`src/rtl/ovl_pkg.sv`:
```
package ovl_pkg;

  typedef enum logic {
    ST_RUN  = 1'b0,
    ST_HOLD = 1'b1
  } ovlState_t;

  typedef struct packed {
    logic cntUp;
    logic cntDown;
    logic cntClr;
    logic tmrLoad;
    logic tmrRun;
    logic faultBump;
  } ovlStrobe_t;

endpackage

```
`src/rtl/ovl_datapath.sv`:
```
module ovl_datapath
  import ovl_pkg::*;
#(
  parameter int TRIP_CYCLES  = 3000,
  parameter int RESTART_CLKS = 1000000,
  parameter int FAULT_W      = 8
) (
  input  logic               clk,
  input  logic               rstN,
  input  ovlStrobe_t         strb,
  output logic               atTrip,
  output logic               timerDone,
  output logic [FAULT_W-1:0] faultCount
);

  localparam int CNT_W = (TRIP_CYCLES > 2) ? $clog2(TRIP_CYCLES) : 1;
  localparam int TMR_W = (RESTART_CLKS > 2) ? $clog2(RESTART_CLKS) : 1;
  localparam logic [CNT_W-1:0] CNT_TOP  = CNT_W'(TRIP_CYCLES - 1);
  localparam logic [TMR_W-1:0] TMR_LOAD = TMR_W'(RESTART_CLKS - 1);

  logic [CNT_W-1:0] ovlCount;
  logic [TMR_W-1:0] restartTmr;

  // Bidirectional overload integrator, floored at zero
  always_ff @(posedge clk) begin
    if (!rstN || strb.cntClr) begin
      ovlCount <= '0;
    end else if (strb.cntUp) begin
      ovlCount <= ovlCount + 1'b1;
    end else if (strb.cntDown && ovlCount != '0) begin
      ovlCount <= ovlCount - 1'b1;
    end
  end

  // Restart delay, counted in clocks
  always_ff @(posedge clk) begin
    if (!rstN) begin
      restartTmr <= '0;
    end else if (strb.tmrLoad) begin
      restartTmr <= TMR_LOAD;
    end else if (strb.tmrRun && restartTmr != '0) begin
      restartTmr <= restartTmr - 1'b1;
    end
  end

  always_ff @(posedge clk) begin
    if (!rstN) begin
      faultCount <= '0;
    end else if (strb.faultBump) begin
      faultCount <= faultCount + 1'b1;
    end
  end

  assign atTrip    = (ovlCount == CNT_TOP);
  assign timerDone = (restartTmr == '0);

  // the count never goes below zero
  a_r3_no_underflow: assert property (@(posedge clk) disable iff (!rstN)
    (ovlCount == '0 && strb.cntDown && !strb.cntUp && !strb.cntClr) |=> ovlCount == '0);

  // the count never passes the trip value
  a_r2_bounded: assert property (@(posedge clk) disable iff (!rstN)
    ovlCount <= CNT_TOP);

  // a trip leaves the count at zero
  a_r7_clear_on_trip: assert property (@(posedge clk) disable iff (!rstN)
    strb.cntClr |=> ovlCount == '0);

  // one step per trip
  a_r8_fault_step: assert property (@(posedge clk) disable iff (!rstN)
    strb.faultBump |=> faultCount == FAULT_W'($past(faultCount) + 1'b1));

endmodule

```
`src/rtl/ovl_ctrl.sv`:
```
module ovl_ctrl
  import ovl_pkg::*;
(
  input  logic       clk,
  input  logic       rstN,
  input  logic       cycleEnd,
  input  logic       limitHit,
  input  logic       atTrip,
  input  logic       timerDone,
  output ovlStrobe_t strb,
  output logic       switchEn,
  output logic       softStart
);

  ovlState_t state, nextState;

  always_comb begin
    strb      = '0;
    nextState = state;
    unique case (state)
      ST_RUN: begin
        if (cycleEnd) begin
          if (limitHit) begin
            if (atTrip) begin
              strb.cntClr    = 1'b1;
              strb.tmrLoad   = 1'b1;
              strb.faultBump = 1'b1;
              nextState      = ST_HOLD;
            end else begin
              strb.cntUp = 1'b1;
            end
          end else begin
            strb.cntDown = 1'b1;
          end
        end
      end
      ST_HOLD: begin
        if (timerDone) nextState = ST_RUN;
        else           strb.tmrRun = 1'b1;
      end
      default: nextState = ST_RUN;
    endcase
  end

  always_ff @(posedge clk) begin
    if (!rstN) begin
      state     <= ST_RUN;
      softStart <= 1'b0;
    end else begin
      state     <= nextState;
      softStart <= (state == ST_HOLD) && timerDone;
    end
  end

  assign switchEn = (state == ST_RUN);

  // a hit at the trip value disables switching on the next clock
  a_r2_trip_disables: assert property (@(posedge clk) disable iff (!rstN)
    (switchEn && cycleEnd && limitHit && atTrip) |=> !switchEn);

  // the hold persists while the delay is still running
  a_r5_hold_until_done: assert property (@(posedge clk) disable iff (!rstN)
    (!switchEn && !timerDone) |=> !switchEn);

  // the soft-start pulse accompanies the return of switching
  a_r6_ss_on_exit: assert property (@(posedge clk) disable iff (!rstN)
    $rose(switchEn) |-> softStart);

  // the pulse lasts a single clock
  a_r6_ss_single: assert property (@(posedge clk) disable iff (!rstN)
    softStart |=> !softStart);

  // no count activity while switching is held off
  a_r7_ignore_in_hold: assert property (@(posedge clk) disable iff (!rstN)
    !switchEn |-> !(strb.cntUp || strb.cntDown || strb.faultBump));

endmodule

```
`src/rtl/ovl_guard.sv`:
```
module ovl_guard
  import ovl_pkg::*;
#(
  parameter int TRIP_CYCLES  = 3000,
  parameter int RESTART_CLKS = 1000000,
  parameter int FAULT_W      = 8
) (
  input  logic               clk,
  input  logic               rstN,
  input  logic               cycleEnd,
  input  logic               limitHit,
  output logic               switchEn,
  output logic               softStart,
  output logic [FAULT_W-1:0] faultCount
);

  ovlStrobe_t strb;
  logic       atTrip;
  logic       timerDone;

  ovl_ctrl ctrl_i (
    .clk       (clk),
    .rstN      (rstN),
    .cycleEnd  (cycleEnd),
    .limitHit  (limitHit),
    .atTrip    (atTrip),
    .timerDone (timerDone),
    .strb      (strb),
    .switchEn  (switchEn),
    .softStart (softStart)
  );

  ovl_datapath #(
    .TRIP_CYCLES  (TRIP_CYCLES),
    .RESTART_CLKS (RESTART_CLKS),
    .FAULT_W      (FAULT_W)
  ) dp_i (
    .clk        (clk),
    .rstN       (rstN),
    .strb       (strb),
    .atTrip     (atTrip),
    .timerDone  (timerDone),
    .faultCount (faultCount)
  );

endmodule

```
`config.mk`:
```
export PLATFORM = sky130hd
export DESIGN_NAME = ovl_guard
export DESIGN_NICKNAME = d
export VERILOG_FILES = /design/src/rtl/ovl_pkg.sv /design/src/rtl/ovl_datapath.sv /design/src/rtl/ovl_ctrl.sv /design/src/rtl/ovl_guard.sv
export SDC_FILE = /design/constraint.sdc
export NUM_CORES = 1
export LEC_CHECK = 0
export ABC_AREA = 1
export CORE_ASPECT_RATIO = 0.9
export CORE_MARGIN = 10
export CORE_UTILIZATION = 60
export CTS_CLUSTER_DIAMETER = 30
export DETAILED_ROUTE_END_ITERATION = 6
export PLACE_DENSITY = 0.8
export SLEW_MARGIN = 20
export SYNTH_ARGS = -nofsm -noshare
export SYNTH_HDL_FRONTEND = slang
export SYNTH_HIERARCHICAL = 1
export SYNTH_SLANG_ARGS = --single-unit
```
`constraint.sdc`:
```
create_clock -name clk -period 6.9 [get_ports clk]
set_clock_uncertainty 0.05 [all_clocks]
set_input_delay 1.38 -clock clk [delete_from_list [all_inputs] [get_ports clk]]
set_output_delay 1.38 -clock clk [all_outputs]
set_load 0.05 [all_outputs]
```
# After elaboration in Yosys (flattened, before gate mapping)
# Index checks and enable logic that the tools add are counted.
word_totals:
  latchBits: 0
  n_memories: 0
  wordCells: 42
  register_bits: 42
  rom_bits: 0
  input_bits: 4
  mem_bits_rw: 0
classes:
  addsub: 4
  n_div: 0
  muxes: 18
  magnitude_cmp: 0
  shifts: 0
  eq_ne: 1
  bitwise: 2
  multipliers: 0
  n_reduce_logical: 11
ops:
  columns: ["operator", "n"]
  rows:
  - ["$mux 20", 2]
  - ["$mux 12", 2]
  - ["$logic_not 20->1", 1]
  - ["$reduce_bool 20->1", 1]
  - ["$sub 20x1->20 const B", 1]
  - ["$add 12x1->12 const B", 1]
  - ["$eq 12x12->1 const B", 1]
  - ["$reduce_bool 12->1", 1]
  - ["$sub 12x1->12 const B", 1]
  - ["$mux 1", 9]
  - ["$add 8x1->8 const B", 1]
  - ["$mux 4", 2]
  - ["$mux 2", 2]
  - ["$reduce_bool 2->1", 2]
  - ["$logic_and 1x1->1", 3]
  - ["$not 1->1", 2]
  - ["$pmux 1 s2", 1]
  - ["$reduce_or 2->1", 1]
  - ["$logic_not 1->1", 1]
  - ["$logic_or 1x1->1", 1]

# Depth between registers and ports, before layout
depth:
  depth_word: 8
  mapped_depth: 19
  mapped_depth_nobuf: 19

# By module
# The synthesis kept the hierarchy.
by_module_without_submodules:
  columns: ["mod", "area_per_inst_um2", "cells_each", "n_inst", "seq_area_each_um2"]
  rows:
  - ["ovl_datapath", 2678.8, 418, 1, 800.8]
  - ["ovl_ctrl", 135.1, 21, 1, 40.0]

# Least setup slack after synthesis
# Ideal clock, no wire load.
synth_path:
  path_kind: "input to register"
  startpoint: "in cycleEnd"
  endpoint: "reg dp_i.ovlCount[11]"
  arrival_time_ns: 2.859
  path_slack_ns: 3.876
  n_path_buf: 0
  path_stages: 12
  required_time_ns: 6.735
  setup_time_ns: 0.115
  cell_sequence: "nand2_1 -> nor2_1 -> inv_1 -> ha_1 -> a21oi_1 -> nand2_1 -> nand3_1 -> inv_1 -> nor2_1 -> nand2_1 -> a21oi_1 -> nor2_1"
synth_lines:
  columns: ["element", "line_no", "text"]
  rows:
  - ["from (decl)", "ovl_guard.sv:10", "input logic cycleEnd,"]
  - ["to (signal assigned)", "ovl_datapath.sv:29", "ovlCount <= ovlCount + 1'b1;"]
  - ["to (signal assigned)", "ovl_datapath.sv:31", "ovlCount <= ovlCount - 1'b1;"]
  - ["to (decl)", "ovl_datapath.sv:21", "logic [CNT_W-1:0] ovlCount;"]

==> results_dict.tcl <==
set metrics [dict create \
    clock_sinks 42 \
    drv_cap 0 \
    r2r_slack_ns 4.03 \
    ys_types 33 \
    grt_pass1_wl_um 11200 \
    area_delta_synth_final_pct 8.09 \
    worstSkewPairLatency_ns 0.29 \
    cp-end-kind "flip-flop" \
    overflow 0 \
    power.leakage_nw 1.55 \
    cts_resized 0 \
    grt_max_degree 24 \
    groute.usage.overall_pct 16.7 \
    path_clk_slew_ns 0.08 \
    async_reset_ff_share_pct 0 \
    cts_hold_buffers 0 \
    dr.pass1.iters 5 \
    synth-seq-cells 42 \
    die_w_um 92.2 \
    finalSetupTns_ns 0 \
    ir_drop_mv 0.142 \
    avgSynthCellArea_um2 6.41 \
    start_kind "input pin" \
    hold_class "flip-flop to flip-flop" \
    fill_cells 433 \
    die_area_mm2 0.00783 \
    place_congestion 0.937 \
    final_cell_mix "nand2_1 (102), nor2_1 (62), inv_1 (61)" \
    cts_tree "yes" \
    post-cts-setup-buffers 0 \
    io_buffers 13 \
    drc 0 \
    cts_inserted_buffers 5 \
    drv_slew 0 \
    wl_per_cell_um 12.2 \
    antennaDiodeCount 0 \
    outcome "complete, no violations" \
    antenna_found_initial 0 \
    synth_edf_count 0 \
    finalWirelength_um 6260 \
    ioPinCount 14 \
    clk_path_buf_depth 2 \
    fmax_ghz 0.285 \
    yosys_warnings 6 \
    viasPerCell 5.40 \
    synth_nets 456 \
    first_iter_violations 211 \
    rsz0062_at_grt "no" \
    crit_required_ns 7.04 \
    final_common_cell "nand2_1" \
    vias 2760 \
    ys.flop_type "dfxtp_1" \
    htree_levels 2 \
    crit_fanout 15 \
    r2r-end "dp_i/ovlCount[11]$_SDFFE_PP0P_" \
    nets 465 \
    worst_pin_slew_ns 0.718 \
    hold-path-endpoint "dp_i/faultCount[7]$_SDFFE_PN0P_" \
    core-area_mm2 0.00449 \
    cp.arrival_ns 3.65 \
    period_share_pct 50.9 \
    powerDensity_mw_per_mm2 196 \
    r2r_cells 15 \
    drive_gt1_share_pct 5.79 \
    clockRootBuffer "clkbuf_8" \
    num_rows 23 \
    netlist_instances 439 \
    whs_path_depth 1 \
    hold_violations 0 \
    ant_nets 0 \
    min_period_ns 3.51 \
    fin_hold_ws_ns 0.416 \
    crit_type "input pin to flip-flop" \
    start_util_pct 62.7 \
    r2r_start "dp_i/ovlCount[7]$_SDFFE_PP0P_" \
    netlist_area_mm2 0.00281 \
    die_y_um 85.0 \
    max_slew_margin_pct 52.0 \
    dp_hpwl_um 4770 \
    ys_seq_area_share_pct 29.9 \
    p_total_mw 0.597 \
    worst_hold_startpoint "dp_i/faultCount[7]$_SDFFE_PN0P_" \
    grt_pass1_vias 2551 \
    final-setup-viol-count 0 \
]
[how the worst max path moves through the flow]
stage / start / end / slack [ns] / cells after the start
2_1_floorplan: cycleEnd / dp_i/ovlCount[11]$_SDFFE_PP0P_ / 3.88 / 12
3_3_place_gp: cycleEnd / dp_i/ovlCount[5]$_SDFFE_PP0P_ / 3.23 / 11
3_5_place_dp: limitHit / dp_i/ovlCount[11]$_SDFFE_PP0P_ / 3.14 / 13
4_1_cts: limitHit / dp_i/ovlCount[11]$_SDFFE_PP0P_ / 3.45 / 14
5_1_grt: cycleEnd / dp_i/ovlCount[11]$_SDFFE_PP0P_ / 3.17 / 14
6_report: limitHit / dp_i/ovlCount[11]$_SDFFE_PP0P_ / 3.39 / 13
[layer usage]
metal	vias up	part of all wire (%)	GRT usage, %
li1	1416	-	-
met1	1217	49	22.2
met2	113	41	25.1
met3	14	8.7	5.11
met4	0	1.9	5.46
met5	-	0	0
[synthesized netlist by cell type (2+ instances only)]
library cell	number	area, um2
nand2_1	102	383
nor2_2	2	12.5
nand3_2	3	30.0
buf_6	3	33.8
xnor2_1	7	61.3
xor2_1	8	70.1
inv_1	61	229
nand4_1	9	56.3
o21ai_0	23	115
buf_4	2	15.0
ha_1	12	150
nor3_1	6	30.0
nor2_4	2	22.5
clkbuf_1	2	7.51
nor2_1	62	233
dfxtp_1	42	841
a21oi_2	2	17.5
buf_2	3	15.0
nand2_2	2	12.5
a21oi_1	36	180
nand3_1	34	170
inv_2	3	11.3
o21bai_1	3	22.5
[critical path: stages]
cell and delay, ns:
clkdlybuf4s50_1 0.46, nand2_1 0.09, nor2_1 0.04, inv_1 0.41
ha_1 0.38, nand2_1 0.12, inv_1 0.05, a21oi_1 0.26
nand2_1 0.10, nor2_1 0.11, nand2_1 0.08, a21oi_1 0.13
nor2_1 0.06
[cells by family after synthesis]
kind of cell / count (synthesis) / synth area share [%]
AOI/OAI and AO/OA: 66 / 12.4
and+or+nand+nor: 228 / 35.8
buffers and inverters: 75 / 11.2
adders and majority gates: 13 / 6.05
DFF: 42 / 29.9
xor gates and xnor gates: 15 / 4.67
[per-stage QoR]
stage          area (um2)  utilization (%)  worst slack [ns]  cells
6_report             3040             67.8              3.39    511
3_3_place_gp         2950             65.6              3.23    503
4_1_cts              3040             67.8              3.45    511
3_5_place_dp         2950             65.6              3.14    503
5_1_grt              3040             67.8              3.17    511
2_1_floorplan        2810                -              3.88    439
[cell type report]
class / instances / area (um2) / area share (%)
Clock inverter: 2 / 12.5 / 0.411
Timing Repair Buffer: 13 / 130 / 4.28
Tap cell: 62 / 77.6 / 2.55
Clock buffer: 6 / 82.6 / 2.71
Multi-Input combinational cell: 322 / 1660 / 54.5
Sequential cell: 42 / 841 / 27.6
Inverter: 64 / 240 / 7.90
[power by group]
group	internal, mW	switching (mW)	total (mW)
Combinational	0.0619	0.103	0.164
Clock	0.0804	0.0835	0.164
Sequential	0.255	0.0142	0.269
Total	0.397	0.200	0.597
[flip-flops by register name, indices dropped and copies added (netlist names)]
| register | flops |
|---|---|
| ctrl_i/softStart | 1 |
| dp_i/restartTmr | 20 |
| ctrl_i/state | 1 |
| dp_i/faultCount | 8 |
| dp_i/ovlCount | 12 |
No activity file was read; power rests on OpenSTA's default activity.
